**src/rtl/ebc_pkg.sv**
```systemverilog
package ebc_pkg;
  typedef enum logic [1:0] {
    PH_ADR = 2'd0,
    PH_LO1 = 2'd1,
    PH_LO2 = 2'd2,
    PH_HI  = 2'd3
  } ebc_ph_e;

  typedef enum logic {
    OP_FETCH = 1'b0,
    OP_WRITE = 1'b1
  } ebc_op_e;
endpackage

```
**src/rtl/ebc_seq.sv**
```systemverilog
module ebc_seq
  import ebc_pkg::*;
#(
  parameter int ADDR_W = 20,
  parameter int BYTE_W = 8
) (
  input  logic              clk_i,
  input  logic              rst_ni,
  input  logic              sleep_i,
  input  logic              fetch_req_i,
  input  logic [ADDR_W-1:0] fetch_addr_i,
  input  logic              wr_req_i,
  input  logic [ADDR_W-1:0] wr_addr_i,
  input  logic [BYTE_W-1:0] wr_data_i,
  output logic              fetch_ack_o,
  output logic              wr_ack_o,
  output logic              busy_o,
  output ebc_ph_e           ph_o,
  output ebc_op_e           op_o,
  output logic [ADDR_W-1:0] addr_o,
  output logic [BYTE_W-1:0] data_o
);
  logic start;

  // slot opens when idle or in the final phase
  assign start       = (!busy_o || ph_o == PH_HI) && !sleep_i && (fetch_req_i || wr_req_i);
  assign fetch_ack_o = start && fetch_req_i;
  assign wr_ack_o    = start && !fetch_req_i;

  always_ff @(posedge clk_i or negedge rst_ni) begin
    if (!rst_ni) begin
      busy_o <= 1'b0;
      ph_o   <= PH_ADR;
      op_o   <= OP_FETCH;
      addr_o <= '0;
      data_o <= '0;
    end else if (sleep_i) begin
      busy_o <= 1'b0;
      ph_o   <= PH_ADR;
    end else if (start) begin
      busy_o <= 1'b1;
      ph_o   <= PH_ADR;
      op_o   <= fetch_req_i ? OP_FETCH : OP_WRITE;
      addr_o <= fetch_req_i ? fetch_addr_i : wr_addr_i;
      data_o <= wr_data_i;
    end else if (busy_o) begin
      if (ph_o == PH_HI) begin
        busy_o <= 1'b0;
        ph_o   <= PH_ADR;
      end else begin
        ph_o <= ebc_ph_e'(ph_o + 2'd1);
      end
    end
  end
endmodule

```
**src/rtl/ebc_drv.sv**
```systemverilog
module ebc_drv
  import ebc_pkg::*;
#(
  parameter int ADDR_W = 20,
  parameter int BYTE_W = 8
) (
  input  logic                     busy_i,
  input  logic                     sleep_i,
  input  ebc_ph_e                  ph_i,
  input  ebc_op_e                  op_i,
  input  logic [ADDR_W-1:0]        addr_i,
  input  logic [BYTE_W-1:0]        data_i,
  output logic [ADDR_W-2*BYTE_W-1:0] addr_hi_o,
  output logic [2*BYTE_W-1:0]      ad_o,
  output logic                     ad_oe_o,
  output logic                     ale_o,
  output logic                     ba0_o,
  output logic                     ce_no,
  output logic                     oe_no,
  output logic                     wr_no
);
  localparam int LO_W = 2 * BYTE_W;

  logic act;
  assign act = busy_i && !sleep_i;

  always_comb begin
    addr_hi_o = '0;
    ad_o      = '0;
    ad_oe_o   = 1'b0;
    ale_o     = 1'b0;
    ba0_o     = 1'b0;
    ce_no     = 1'b1;
    oe_no     = 1'b1;
    wr_no     = 1'b1;
    if (act) begin
      ce_no     = 1'b0;
      addr_hi_o = addr_i[ADDR_W-1:LO_W];
      if (op_i == OP_FETCH) begin
        unique case (ph_i)
          PH_ADR: begin
            ale_o   = 1'b1;
            ad_oe_o = 1'b1;
            ad_o    = {addr_i[LO_W-1:1], 1'b0};
          end
          PH_LO1, PH_LO2: oe_no = 1'b0;
          PH_HI: begin
            oe_no = 1'b0;
            ba0_o = 1'b1;
          end
        endcase
      end else begin
        ba0_o   = addr_i[0];
        ad_oe_o = 1'b1;
        if (ph_i == PH_ADR) begin
          ale_o = 1'b1;
          ad_o  = addr_i[LO_W-1:0];
        end else begin
          ad_o  = {data_i, data_i};
          wr_no = (ph_i != PH_LO2);
        end
      end
    end
  end
endmodule

```
**src/rtl/ebc_rdasm.sv**
```systemverilog
module ebc_rdasm
  import ebc_pkg::*;
#(
  parameter int BYTE_W = 8
) (
  input  logic                clk_i,
  input  logic                rst_ni,
  input  logic                busy_i,
  input  logic                sleep_i,
  input  ebc_ph_e             ph_i,
  input  ebc_op_e             op_i,
  input  logic [BYTE_W-1:0]   rd_byte_i,
  output logic [2*BYTE_W-1:0] word_o,
  output logic                valid_o
);
  logic [BYTE_W-1:0] lo_q;
  logic              cap;

  assign cap = busy_i && !sleep_i && op_i == OP_FETCH;

  always_ff @(posedge clk_i or negedge rst_ni) begin
    if (!rst_ni) begin
      lo_q    <= '0;
      word_o  <= '0;
      valid_o <= 1'b0;
    end else begin
      valid_o <= 1'b0;
      if (cap && ph_i == PH_LO2) lo_q <= rd_byte_i;
      if (cap && ph_i == PH_HI) begin
        word_o  <= {rd_byte_i, lo_q};
        valid_o <= 1'b1;
      end
    end
  end
endmodule

```
**src/rtl/ebc_ctrl.sv**
```systemverilog
module ebc_ctrl
  import ebc_pkg::*;
#(
  parameter int ADDR_W = 20,
  parameter int BYTE_W = 8,
  localparam int LO_W  = 2 * BYTE_W,
  localparam int HI_W  = ADDR_W - LO_W
) (
  input  logic              clk_i,
  input  logic              rst_ni,
  input  logic              sleep_i,
  input  logic              fetch_req_i,
  input  logic [ADDR_W-1:0] fetch_addr_i,
  output logic              fetch_ack_o,
  input  logic              wr_req_i,
  input  logic [ADDR_W-1:0] wr_addr_i,
  input  logic [BYTE_W-1:0] wr_data_i,
  output logic              wr_ack_o,
  output logic [LO_W-1:0]   rdata_o,
  output logic              rdata_valid_o,
  output logic [HI_W-1:0]   addr_hi_o,
  output logic [LO_W-1:0]   ad_o,
  output logic              ad_oe_o,
  input  logic [LO_W-1:0]   ad_i,
  output logic              ale_o,
  output logic              ba0_o,
  output logic              ce_no,
  output logic              oe_no,
  output logic              wr_no
);
  logic              busy;
  ebc_ph_e           ph;
  ebc_op_e           op;
  logic [ADDR_W-1:0] addr_q;
  logic [BYTE_W-1:0] data_q;

  ebc_seq #(.ADDR_W(ADDR_W), .BYTE_W(BYTE_W)) u_seq (
    .clk_i        (clk_i),
    .rst_ni       (rst_ni),
    .sleep_i      (sleep_i),
    .fetch_req_i  (fetch_req_i),
    .fetch_addr_i (fetch_addr_i),
    .wr_req_i     (wr_req_i),
    .wr_addr_i    (wr_addr_i),
    .wr_data_i    (wr_data_i),
    .fetch_ack_o  (fetch_ack_o),
    .wr_ack_o     (wr_ack_o),
    .busy_o       (busy),
    .ph_o         (ph),
    .op_o         (op),
    .addr_o       (addr_q),
    .data_o       (data_q)
  );

  ebc_drv #(.ADDR_W(ADDR_W), .BYTE_W(BYTE_W)) u_drv (
    .busy_i    (busy),
    .sleep_i   (sleep_i),
    .ph_i      (ph),
    .op_i      (op),
    .addr_i    (addr_q),
    .data_i    (data_q),
    .addr_hi_o (addr_hi_o),
    .ad_o      (ad_o),
    .ad_oe_o   (ad_oe_o),
    .ale_o     (ale_o),
    .ba0_o     (ba0_o),
    .ce_no     (ce_no),
    .oe_no     (oe_no),
    .wr_no     (wr_no)
  );

  ebc_rdasm #(.BYTE_W(BYTE_W)) u_rdasm (
    .clk_i     (clk_i),
    .rst_ni    (rst_ni),
    .busy_i    (busy),
    .sleep_i   (sleep_i),
    .ph_i      (ph),
    .op_i      (op),
    .rd_byte_i (ad_i[BYTE_W-1:0]),
    .word_o    (rdata_o),
    .valid_o   (rdata_valid_o)
  );
endmodule

```
**config.mk**
```make
export PLATFORM = sky130hd
export DESIGN_NAME = ebc_ctrl
export DESIGN_NICKNAME = d
export VERILOG_FILES = /design/src/rtl/ebc_pkg.sv /design/src/rtl/ebc_seq.sv /design/src/rtl/ebc_drv.sv /design/src/rtl/ebc_rdasm.sv /design/src/rtl/ebc_ctrl.sv
export SDC_FILE = /design/constraint.sdc
export NUM_CORES = 1
export LEC_CHECK = 0
export ABC_AREA = 1
export BUFFER_PORTS_ARGS = -buffer_cell sky130_fd_sc_hd__buf_4
export CORE_ASPECT_RATIO = 1.1
export CORE_MARGIN = 3
export CORE_UTILIZATION = 53
export CTS_CLUSTER_DIAMETER = 50
export CTS_CLUSTER_SIZE = 14
export DETAILED_ROUTE_END_ITERATION = 8
export PLACE_DENSITY = 0.86
export SYNTH_ARGS = -nofsm -noshare
export SYNTH_HDL_FRONTEND = slang
export SYNTH_SLANG_ARGS = --single-unit
```
**constraint.sdc**
```tcl
create_clock -name clk_i -period 3.2 [get_ports clk_i]
set_input_delay 0.48 -clock clk_i [delete_from_list [all_inputs] [get_ports clk_i]]
set_output_delay 0.48 -clock clk_i [all_outputs]
set_load 0.02 [all_outputs]
```
After elaboration in Yosys (flattened, before gate mapping)
Cells that the tools add are included.
- flip-flop bits (word level): 57
- bits of input ports: 69
- output and inout bits: 45
- word-level logic and storage cells: 62
- $add $sub $neg: 1
- equal/unequal tests: 4
- multiplexer cells: 30
- bitwise operators: 2
- reductions and logical operators: 17
- operator list (operator ; count):
    two-way mux 16 bit ; 4
    two-way mux 1 bit ; 20
    two-way mux 20 bit ; 1
    logical AND 1 bit ; 8
    two-way mux 2 bit ; 4
    equality test 2 bit, second input constant ; 2
    two-way mux 4 bit ; 1
    zero test 1 bit ; 3
    nonzero test 3 bit ; 1
    OR reduction 3 bit ; 1
    adder 2 x 1 -> 2 bit, second input constant ; 1
    equality test 2 x 1 -> 1 bit, second input constant ; 1
    zero test 2 bit ; 1
    logical OR 1 bit ; 2
    inequality test 2 bit, second input constant ; 1
    inverter 1 bit ; 2
    AND reduction 2 bit ; 1

Logic depth before layout (Yosys ltp)
Gate-level depths: netlist (run 1).
- depth in word-level cells: 6
- gate-level depth with buffers: 8
- mapped depth without buffers: 6

Hierarchy
From an unflattened synthesis (run 1), not the netlist that was laid out.
- cell total of the unflattened synthesis: 410
- area total of the unflattened synthesis: 2962.8 um^2
- modules (own cells, without submodules) (module ; instances ; cells an instance ; area each (um^2) ; sequential area each (um^2)):
    ebc_seq ; 1 ; 214 ; 1529.0 ; 800.8
    ebc_rdasm ; 1 ; 113 ; 1046.0 ; 625.6
    ebc_drv ; 1 ; 83 ; 387.9 ; 0.0

Worst setup path after synthesis (run 1)
No wires, ideal clock.
- path type: flip-flop to output port
- from: register u_seq.ph_o[1]
- to: output fetch_ack_o
- arrival: 1464 ps
- required time: 2720 ps
- slack: 1256 ps
- stages on the path, launching flop included: 8
- path buffers: 2
- path through: dfrtp_1 > ha_1 > buf_4 > inv_2 > nand2_2 > nand3_1 > buf_4 > nor2_1
- cells in the longest elaborated chain, start to end: 5
- RTL lines (item ; RTL line ; source):
    start: declaration ; ebc_seq.sv:18 ; output ebc_ph_e ph_o,
    start signal: assignment ; ebc_seq.sv:51 ; ph_o <= ebc_ph_e'(ph_o + 2'd1);
    equality test 2 bit ; ebc_seq.sv:26 ; assign start = (!busy_o || ph_o == PH_HI) && !sleep_i && (fetch_req_i || wr_req_i);
    logical OR 1 bit ; ebc_seq.sv:26 ;
    logical AND 1 bit (2 in a row) ; ebc_seq.sv:26 ;
    logical AND 1 bit ; ebc_seq.sv:27 ; assign fetch_ack_o = start && fetch_req_i;
    end: declaration ; ebc_ctrl.sv:14 ; output logic fetch_ack_o,
No other way between the ends.

Worst setup path after layout (run 1)
- from: register u_seq.busy_o
- to: output ad_o[11]
- cells in the longest elaborated chain, start to end: 2
- RTL lines (item ; RTL line ; source):
    start: declaration ; ebc_seq.sv:17 ; output logic busy_o,
    start signal: assignment ; ebc_seq.sv:32 ; busy_o <= 1'b0;
    start signal: assignment ; ebc_seq.sv:38 ; busy_o <= 1'b0;
    start signal: assignment ; ebc_seq.sv:41 ; busy_o <= 1'b1;
    logical AND 1 bit ; ebc_drv.sv:25 ; assign act = busy_i && !sleep_i;
    two-way mux 16 bit ; ebc_drv.sv:36 ; if (act) begin
    end: declaration ; ebc_ctrl.sv:22 ; output logic [LO_W-1:0] ad_o,
No other way between the ends.

==> out/results.env, run 1 <==
POWER.SHARE.COMBINATIONAL=0.222
NUMPORTBUFFERS=105
MIN_PERIOD_OVER_PERIOD=0.7532
INITIAL_CORE_UTIL=0.5648
SERIES_OF_CELL_INSTANCES_ALONG_THE_CRITICAL_PATH='inv_2 > nor2_8 > nand2_1 > clkinv_2 > nand2_1 > nand2_1 > buf_4'
FLOORPLAN.DIE.HEIGHT_UM=83.84
CTS_BUFFER_DEPTH=2
REGISTER_TO_REGISTER_SETUP_SLACK_NS=1.43
GRT_USAGE=0.2439
SLOWEST_STAGE='dfrtp_1'
POWER_DENSITY_OVER_THE_CELLS_nW_PER_UM2=524.6
R2R_END='u_seq.data_o[0]$_DFFE_PN0P_'
CORE_AREA_UM2=5169
DETAILEDROUTE.FIRSTPASSITERATIONCOUNT=5
SYNTHESIS.INSTANCES=389
TIMING.FINAL.SETUP_VIOLATIONS=0
MAX_SLEW_MARGIN=0.5383
WORST-SETUP-PATH-TYPE='flop to primary output'
IOS=114
TIMING.FINAL.HOLD_VIOLATIONS=0
TIGHTEST_SLEW_NS=0.6925
VIASPERCELL=5.209
PERIOD_NEEDED_NS=2.410
GRT_PASS1_VIAS=2812
CELL_TYPE_GROUP_WITH_THE_LARGEST_TOTAL_DELAY_ON_THE_CRITICAL_PATH='simple AND/OR/NAND/NOR gates'
POST-ROUTE-DRC-COUNT=0
WORST-PATH-MAX-FANOUT=37
SYN_AREA_UM2=2919
YS_ASYNC_SR_FRACTION=1.000
FLOORPLAN.DIE_AREA_UM2=6435
FIN_TNS_SETUP_NS=0
FILLER_CELL_COUNT=408
CTS_ROOT_BUF='clkbuf_8'
PATH_CLK_SLEW_NS=0.07
RSZ0062_AT_GRT='no'
END_KIND='primary output'
YOSYSWARNINGS=0
WORST_CLOCK_SKEW_NS=0.008296
ANTENNA_VIOLATING_NETS_POST_ROUTE=0
PIN_COUNT_OF_THE_BIGGEST_NET_ENTERING_GLOBAL_ROUTING=58
CTS_MADE_BUFFERS=9
POSTCTSRESIZEDCELLS=0
CLOCK_LATENCY_NS=0.34
WIRELENGTH_MM=7.464
ANTENNA_FOUND_INITIAL=0
PWR-SHARE-SEQ=0.450
TIMING.CRITICAL_PATH.BUF_INV=3
CTSHTREEMAXLEVEL=3
GLOBAL_ROUTE_WIRE_LENGTH_BEFORE_REPAIR_MM=12.55
TOTAL_POWER_mW=2.043
TIMING.CRITICAL_PATH.MODE_CELL='nand2_1'
DIE_WIDTH_UM=76.76
TIMING.REG2REG.WORST_PATH_DEPTH=8
ARRIVAL_TIME_WORST_ENDPOINT_NS=1.93
DOMINANTREGCELLSYNTH='dfrtp_1'
ITERATION_0_DRC_MARKERS=141
DETAILED_PLACE_HPWL_MM=5.373
RUN_STATUS='finished, final reports clean'
SYNTHESIS_TO_LAYOUT_AREA_GROWTH_PCT=33.39
SYNTH_TOP_CELL_AREA_SHARE=0.4886
CLOCK_SINKS=57
CTS_POST_SETUP_BUFFERS_INSERTED=0
SYNTH_NETS=462
SWITCHING_SHARE=0.3032
FIN_NETS=558
INTERNAL_POWER_mW=1.423
CRITPATHLAUNCHTYPE='flop'
SYNTH_SEQUENTIAL_AREA_RATIO=0.4886
FINAL-MAX-SLEW-VIOLATION-COUNT=0
CRITPATHLAUNCH='u_seq.busy_o$_DFF_PN0_'
CLKPWRFRAC=0.329
SYNTH.TOP_CELLS.BY_AREA='dfrtp_1 49%, nand2_1 26%, nand4_1 7.5%'
CRITICAL_PATH_REQUIRED_NS=2.72
MAX_CLOCK_FREQ_MHz=414.9
DRV_CAP=0
GPL.FINAL_WEIGHTED_CONGESTION=0.8547
CTS-HOLD-FIX-BUFFERS=0
SYNTH.LIB_CELLS_USED.DISTINCT=20
VIA_COUNT=2922
ROWS=27
ROUTEDWLPERCELL_UM=13.30
SYNTH.MOST_COMMON_CELL='nand2_1'
WORSTREG2REGSTART='u_seq.ph_o[1]$_DFFE_PN0P_'
SYNTH.LARGEST_AREA_CELL='dfrtp_1'
YS_TOP_CELLS_BY_COUNT='202 x nand2_1, 57 x dfrtp_1, 35 x nand4_1'
GRT_REMAINING_OVERFLOW=0
IR_DROP_uV=292.5
SYNTH_ENABLE_FLOP_CELLS=0
SYNTH_SEQ_CELLS=57
POWER_SWITCHING_uW=619.3
FINAL_LAYOUT_SIZE_SUFFIX_GT1_FRAC=0.2679
POST_SYNTH.CELL_AREA_AVG_UM2=7.504
CTS_TREE='done'
P_LEAK_nW=2.299
CRITICAL-PATH-MAX-STAGE-DELAY_NS=0.43
NUM_ANTENNA_CELLS=0
HOLD_PATH.CLASS='input port to async pin'
cell families (layout without fill, tap and decap cells):
logic type / count (synthesis) / after routing / share of synthesized area
AO/OA/AOI/OAI: 6 / 6 / 0.01029
adder cells (fa/ha/maj): 4 / 4 / 0.01715
buffers and inverters: 41 / 141 / 0.06644
flip-flops: 57 / 57 / 0.4886
AND/OR/NAND/NOR: 281 / 281 / 0.4175
worst max-delay path by stage:
stage | endpoint | slack, ns | cells after the start
after floorplan | fetch_ack_o | 1.26 | 7
after global placement | ba0_o | 0.96 | 5
after detailed placement | ba0_o | 0.93 | 5
after CTS | ad_o[11] | 0.78 | 7
after global routing | ad_o[9] | 0.62 | 7
final | ad_o[11] | 0.79 | 7
through the flow:
stage	hold slack [ns]	worst slack, ns	util	std cells	instance area [um2]
after floorplan	0.1844	1.256	-	389	2919
after global placement	0.4537	0.9632	0.7156	546	3699
after detailed placement	0.4588	0.9291	0.7156	546	3699
after CTS	0.2197	0.7801	0.7533	561	3894
after global routing	0.2546	0.6152	0.7533	561	3894
final	0.2004	0.7898	0.7533	561	3894
cells in the final DEF (no fill, tap or decap), drive strengths merged:
cell type,Yosys,final
inv,16,16
o21ai,4,4
nor2,9,9
nand4,35,35
buf,19,109
dfrtp,57,57
clkbuf,5,12
bufinv,0,1
clkinv,1,3
nand2,203,203
nand3,34,34
a21oi,2,2
ha,4,4
power by group through the flow:
stage	Combinational [mW]	Sequential [mW]	Clock, mW
3_3_place_gp	0.443	0.923	0
3_5_place_dp	0.455	0.928	0
5_1_grt	0.512	0.936	0.708
2_1_floorplan	0.260	0.933	0
4_1_cts	0.456	0.918	0.675
6_report	0.453	0.919	0.671
layer usage:
| layer | GRT usage | vias up | wire length [um] |
|---|---|---|---|
| met1 | 0.2939 | 1337 | 2882 |
| li1 | - | 1443 | - |
| met5 | 0 | - | 0 |
| met2 | 0.4097 | 129 | 3802 |
| met4 | 0.09720 | 0 | 133 |
| met3 | 0.06911 | 13 | 645 |
area by class of cell:
cell class,instances,area (um2),area share
Sequential cell,57,1426,0.3663
Clock inverter,3,40.04,0.01028
Multi-Input combinational cell,291,1299,0.3335
Timing Repair Buffer,109,818.3,0.2102
Clock buffer,12,155.1,0.03985
Tap cell,72,90.09,0.02314
Inverter,17,65.06,0.01671
sequential cells by signal, indices dropped and copies added, names as in the netlist:
name             flops
u_seq.addr_o        20
u_seq.busy_o         1
u_seq.op_o           1
u_rdasm.lo_q         8
u_seq.ph_o           2
u_seq.data_o         8
u_rdasm.word_o      16
u_rdasm.valid_o      1
Note: power is estimated with default switching activity, not from simulation.
==> run 2: changes to the inputs <==
Settings changed: ABC_AREA 1 to 0, CORE_UTILIZATION 53 to 49, PLACE_DENSITY 0.86 to 0.81.
Clock period 3.2 ns to 2.4 ns, I/O delays scaled along.
==> run 2 against run 1 <==
Compared with the run above: register-to-register slack lost 0.84 ns; sequential share of layout area shrank 0.082 points; sequential power grew 28%; hold slack lost 0.14 ns; critical endpoint is now ad_o[7]; largest power group unchanged.
==> out/results.env, run 2 <==
RUN_STATUS='finished, final reports clean'  # unchanged
ARRIVAL_TIME_WORST_ENDPOINT_NS=1.89  # was 1.93 ns
FINAL_LAYOUT_SIZE_SUFFIX_GT1_FRAC=0.4827  # was 0.2679
SYNTH_SEQUENTIAL_AREA_RATIO=0.4976  # was 0.4886
DIE_WIDTH_UM=78.93  # was 76.76 um
WORST_CLOCK_SKEW_NS=0.005448  # was 0.008296 ns
YS_TOP_CELLS_BY_COUNT='57 x dfrtp_1, 25 x mux2_2, 21 x nor2b_1'  # was 202 x nand2_1, 57 x dfrtp_1, 35 x nand4_1
RSZ0062_AT_GRT='no'  # unchanged
END_KIND='primary output'  # unchanged
PLACE.DETAILED.INSTANCES=404  # was 546
FIN_NETS=415  # was 558
DETAILROUTE.WIRELENGTH.MET3_UM=657  # was 645 um
FINAL-MAX-SLEW-VIOLATION-COUNT=0  # unchanged
LAYOUT_COMMON_CELLS='112 x buf_4, 57 x dfrtp_1, 25 x mux2_2'  # was 202 x nand2_1, 109 x buf_4, 57 x dfrtp_1
SYN_AREA_UM2=2866  # was 2919 um2
MULTI_INPUT_AREA_UM2=1311  # was 1299 um2
CTS_MADE_BUFFERS=9  # unchanged
ROUTE.MET2.WL_MM=3.121  # was 3.802 mm
DOMINANTREGCELLSYNTH='dfrtp_1'  # unchanged
LAYOUT_COMMONEST_CELL='buf_4'  # was nand2_1
NUMPORTBUFFERS=105  # unchanged
TIMING.FINAL.HOLD_VIOLATIONS=0  # unchanged
ROUTEDWLPERCELL_UM=15.43  # was 13.30 um
TIMING.FINAL.SETUP_VIOLATIONS=0  # unchanged
CRITPATHLAUNCHTYPE='flop'  # unchanged
AREA.SEQUENTIAL_UM2=1426  # unchanged
WORST-PATH-MAX-FANOUT=16  # was 37
PERIOD_NEEDED_NS=2.249
REGISTER_TO_REGISTER_SETUP_SLACK_NS=0.59  # was 1.43 ns
LARGESTREGISTERS='u_seq.addr_o x20, u_rdasm.word_o x16'  # unchanged
SYNTH_SEQ_CELLS=57  # unchanged
FLIP_FLOP_COUNT_OF_THE_LARGEST_REGISTER_ALL_COPIES_AND_WORDS_ADDED=20  # unchanged
POST_ROUTE_NON_FILLER_STANDARD_CELL_COUNT=421  # was 561
TIMING.REG2REG.WORST_PATH_DEPTH=5  # was 8
TIGHTEST_SLEW_NS=0.6966  # was 0.6925 ns
SYNTH.MOST_COMMON_CELL='dfrtp_1'  # was nand2_1
CORE_AREA_UM2=5535  # was 5169 um2
MAX_FLOP_REGISTER='u_seq.addr_o'  # unchanged
ITERATION_0_DRC_MARKERS=77  # was 141
SYNTH.TOP_CELLS.BY_AREA='dfrtp_1 50%, mux2_2 9.8%, o22a_1 4.9%'  # was dfrtp_1 49%, nand2_1 26%, nand4_1 7.5%
SYNTH_TOP_CELL_AREA_SHARE=0.4976  # was 0.4886
YS_ASYNC_SR_FRACTION=1.000  # unchanged
GLOBAL_ROUTE_WIRE_LENGTH_BEFORE_REPAIR_MM=10.66  # was 12.55 mm
FLOORPLAN.DIE_AREA_UM2=6805  # was 6435 um2
IOS=114  # unchanged
WORST-SETUP-PATH-TYPE='flop to primary output'  # unchanged
SYNTHESIS_TO_LAYOUT_AREA_GROWTH_PCT=36.14  # was 33.39%
CTSHTREEMAXLEVEL=3  # unchanged
PATH_CLK_SLEW_NS=0.06  # was 0.07 ns
POST_SYNTH.CELL_AREA_AVG_UM2=12.09  # was 7.504 um2
IR_DROP_uV=459.6  # was 292.5 uV
MAX_SLEW_MARGIN=0.5356  # was 0.5383
VIASPERCELL=5.297  # was 5.209
CTS_ROOT_BUF='clkbuf_8'  # unchanged
GRT_USAGE=0.2034  # was 0.2439
P_LEAK_nW=1.887  # was 2.299 nW
CRITPATHLAUNCH='u_seq.busy_o$_DFF_PN0_'  # unchanged
MAXUSEDROUTINGLAYER='met4'  # unchanged
SYNTH_NETS=310  # was 462
GRT_REMAINING_OVERFLOW=0  # unchanged
VIA_COUNT=2230  # was 2,922
YOSYSWARNINGS=0  # unchanged
DRV_CAP=0  # unchanged
MIN_PERIOD_OVER_PERIOD=0.9370
GPL.FINAL_WEIGHTED_CONGESTION=0.7778  # was 0.8547
PIN_COUNT_OF_THE_BIGGEST_NET_ENTERING_GLOBAL_ROUTING=58  # unchanged
POWER_DENSITY_OVER_THE_CELLS_nW_PER_UM2=680.1  # was 524.6 nW/um2
INITIAL_CORE_UTIL=0.5179  # was 0.5648
ROWS=28  # was 27
GRT_PASS1_VIAS=2198  # was 2,812
CRITICAL_PATH_REQUIRED_NS=2.04  # was 2.72 ns
DETAILED_PLACE_HPWL_MM=4.662  # was 5.373 mm
WORSTREG2REGSTART='u_seq.busy_o$_DFF_PN0_'  # was u_seq.ph_o[1]$_DFFE_PN0P_
DETAILEDROUTE.FIRSTPASSITERATIONCOUNT=4  # was 5
WIRELENGTH_MM=6.496  # was 7.464 mm
SYNTH_ENABLE_FLOP_CELLS=0  # unchanged
MAX_CLOCK_FREQ_MHz=444.7
ANTENNA_VIOLATING_NETS_POST_ROUTE=0  # unchanged
FIN_TNS_SETUP_NS=0  # unchanged
SYNTH.LARGEST_AREA_CELL='dfrtp_1'  # unchanged
SYNTHESIS.INSTANCES=237  # was 389
SETUP.WORST_PATH.END='ad_o[7]'  # was ad_o[11]
FILLER_CELL_COUNT=454  # was 408
CTS_TREE='done'  # unchanged
NUM_ANTENNA_CELLS=0  # unchanged
WL_MET1_MM=2.616  # was 2.882 mm
HOLD_PATH.CLASS='input port to async pin'  # unchanged
CLOCK_LATENCY_NS=0.33  # was 0.34 ns
ANTENNA_FOUND_INITIAL=0  # unchanged
HOLDWS_NS=0.05778  # was 0.2004 ns
SYNTH.LIB_CELLS_USED.DISTINCT=36  # was 20
CLOCK_SINKS=57  # unchanged
R2R_END='u_rdasm.word_o[6]$_DFFE_PN0P_'  # was u_seq.data_o[0]$_DFFE_PN0P_
POST-ROUTE-DRC-COUNT=0  # unchanged
CTS_BUFFER_DEPTH=2  # unchanged
FLOORPLAN.DIE.HEIGHT_UM=86.22  # was 83.84 um
## run 2: kinds of logic (layout without fill, tap and decap cells)
logic type | count (synthesis) | count (layout) | share of synthesized area
AOI/OAI and AO/OA | 62 | 62 | 0.1715
adders and majority gates | 4 | 4 | 0.01746
buffers and inverters | 22 | 131 | 0.04583
DFF | 57 | 57 | 0.4976
muxes | 33 | 33 | 0.1401
and+or+nand+nor | 59 | 59 | 0.1275
## run 2: final cells by class
cell class                 instances  area share
clock buffer                      12     0.03719
clock inverter                     3     0.01667
inverter                           4    0.005130
multi-input combinational        158      0.3360
sequential                        57      0.3655
tap                               75     0.02405
timing repair buffer             112      0.2155
## run 2: through the flow
| stage | util | total power [mW] | setup WS (ns) | cell area (um2) |
|---|---|---|---|---|
| final | 0.7050 | 2.654 | 0.1511 | 3902 |
| after CTS | 0.7019 | 2.681 | 0.08808 | 3885 |
| after floorplan | - | 1.489 | 0.4764 | 2867 |
| after global routing | 0.7050 | 2.791 | 0.02445 | 3902 |
| after global placement | 0.6639 | 1.695 | 0.4531 | 3675 |
| after detailed placement | 0.6639 | 1.713 | 0.4255 | 3675 |
## run 2: worst min path at each step
stage,startpoint,endpoint,slack [ns]
finish,rst_ni,u_rdasm.word_o[4]$_DFFE_PN0P_,0.06
global route,rst_ni,u_rdasm.lo_q[2]$_DFFE_PN0P_,0.12
CTS,rst_ni,u_rdasm.lo_q[2]$_DFFE_PN0P_,0.09
detailed placement,rst_ni,u_rdasm.lo_q[2]$_DFFE_PN0P_,0.46
global placement,rst_ni,u_rdasm.word_o[4]$_DFFE_PN0P_,0.45
floorplan,rst_ni,u_rdasm.lo_q[0]$_DFFE_PN0P_,0.06
## run 2: per-layer routing
metal | track usage | up-vias
met1 | 0.2481 | 1051
met4 | 0.08594 | 0
li1 | - | 1076
met5 | 0 | -
met2 | 0.3197 | 93
met3 | 0.08420 | 10
## run 2: report_power, final
group          internal, mW  switching (mW)
Clock                 0.606           0.353
Combinational         0.286           0.226
Sequential             1.09          0.0911
Total                  1.98           0.670
## run 2: timing repair
item                                    in CTS  in global routing
hold buffers                                 0                  0
endpoints found under the setup margin       0                  2
resized for setup                            0                  1
setup buffers                                0                  2
## run 2: worst max-delay path, cell delays in order (launching register included)
cell and delay, ns:
dfrtp_1 0.42, nor2b_4 0.30, inv_6 0.07, nor3b_4 0.18
buf_4 0.24, a22o_1 0.19, buf_4 0.15
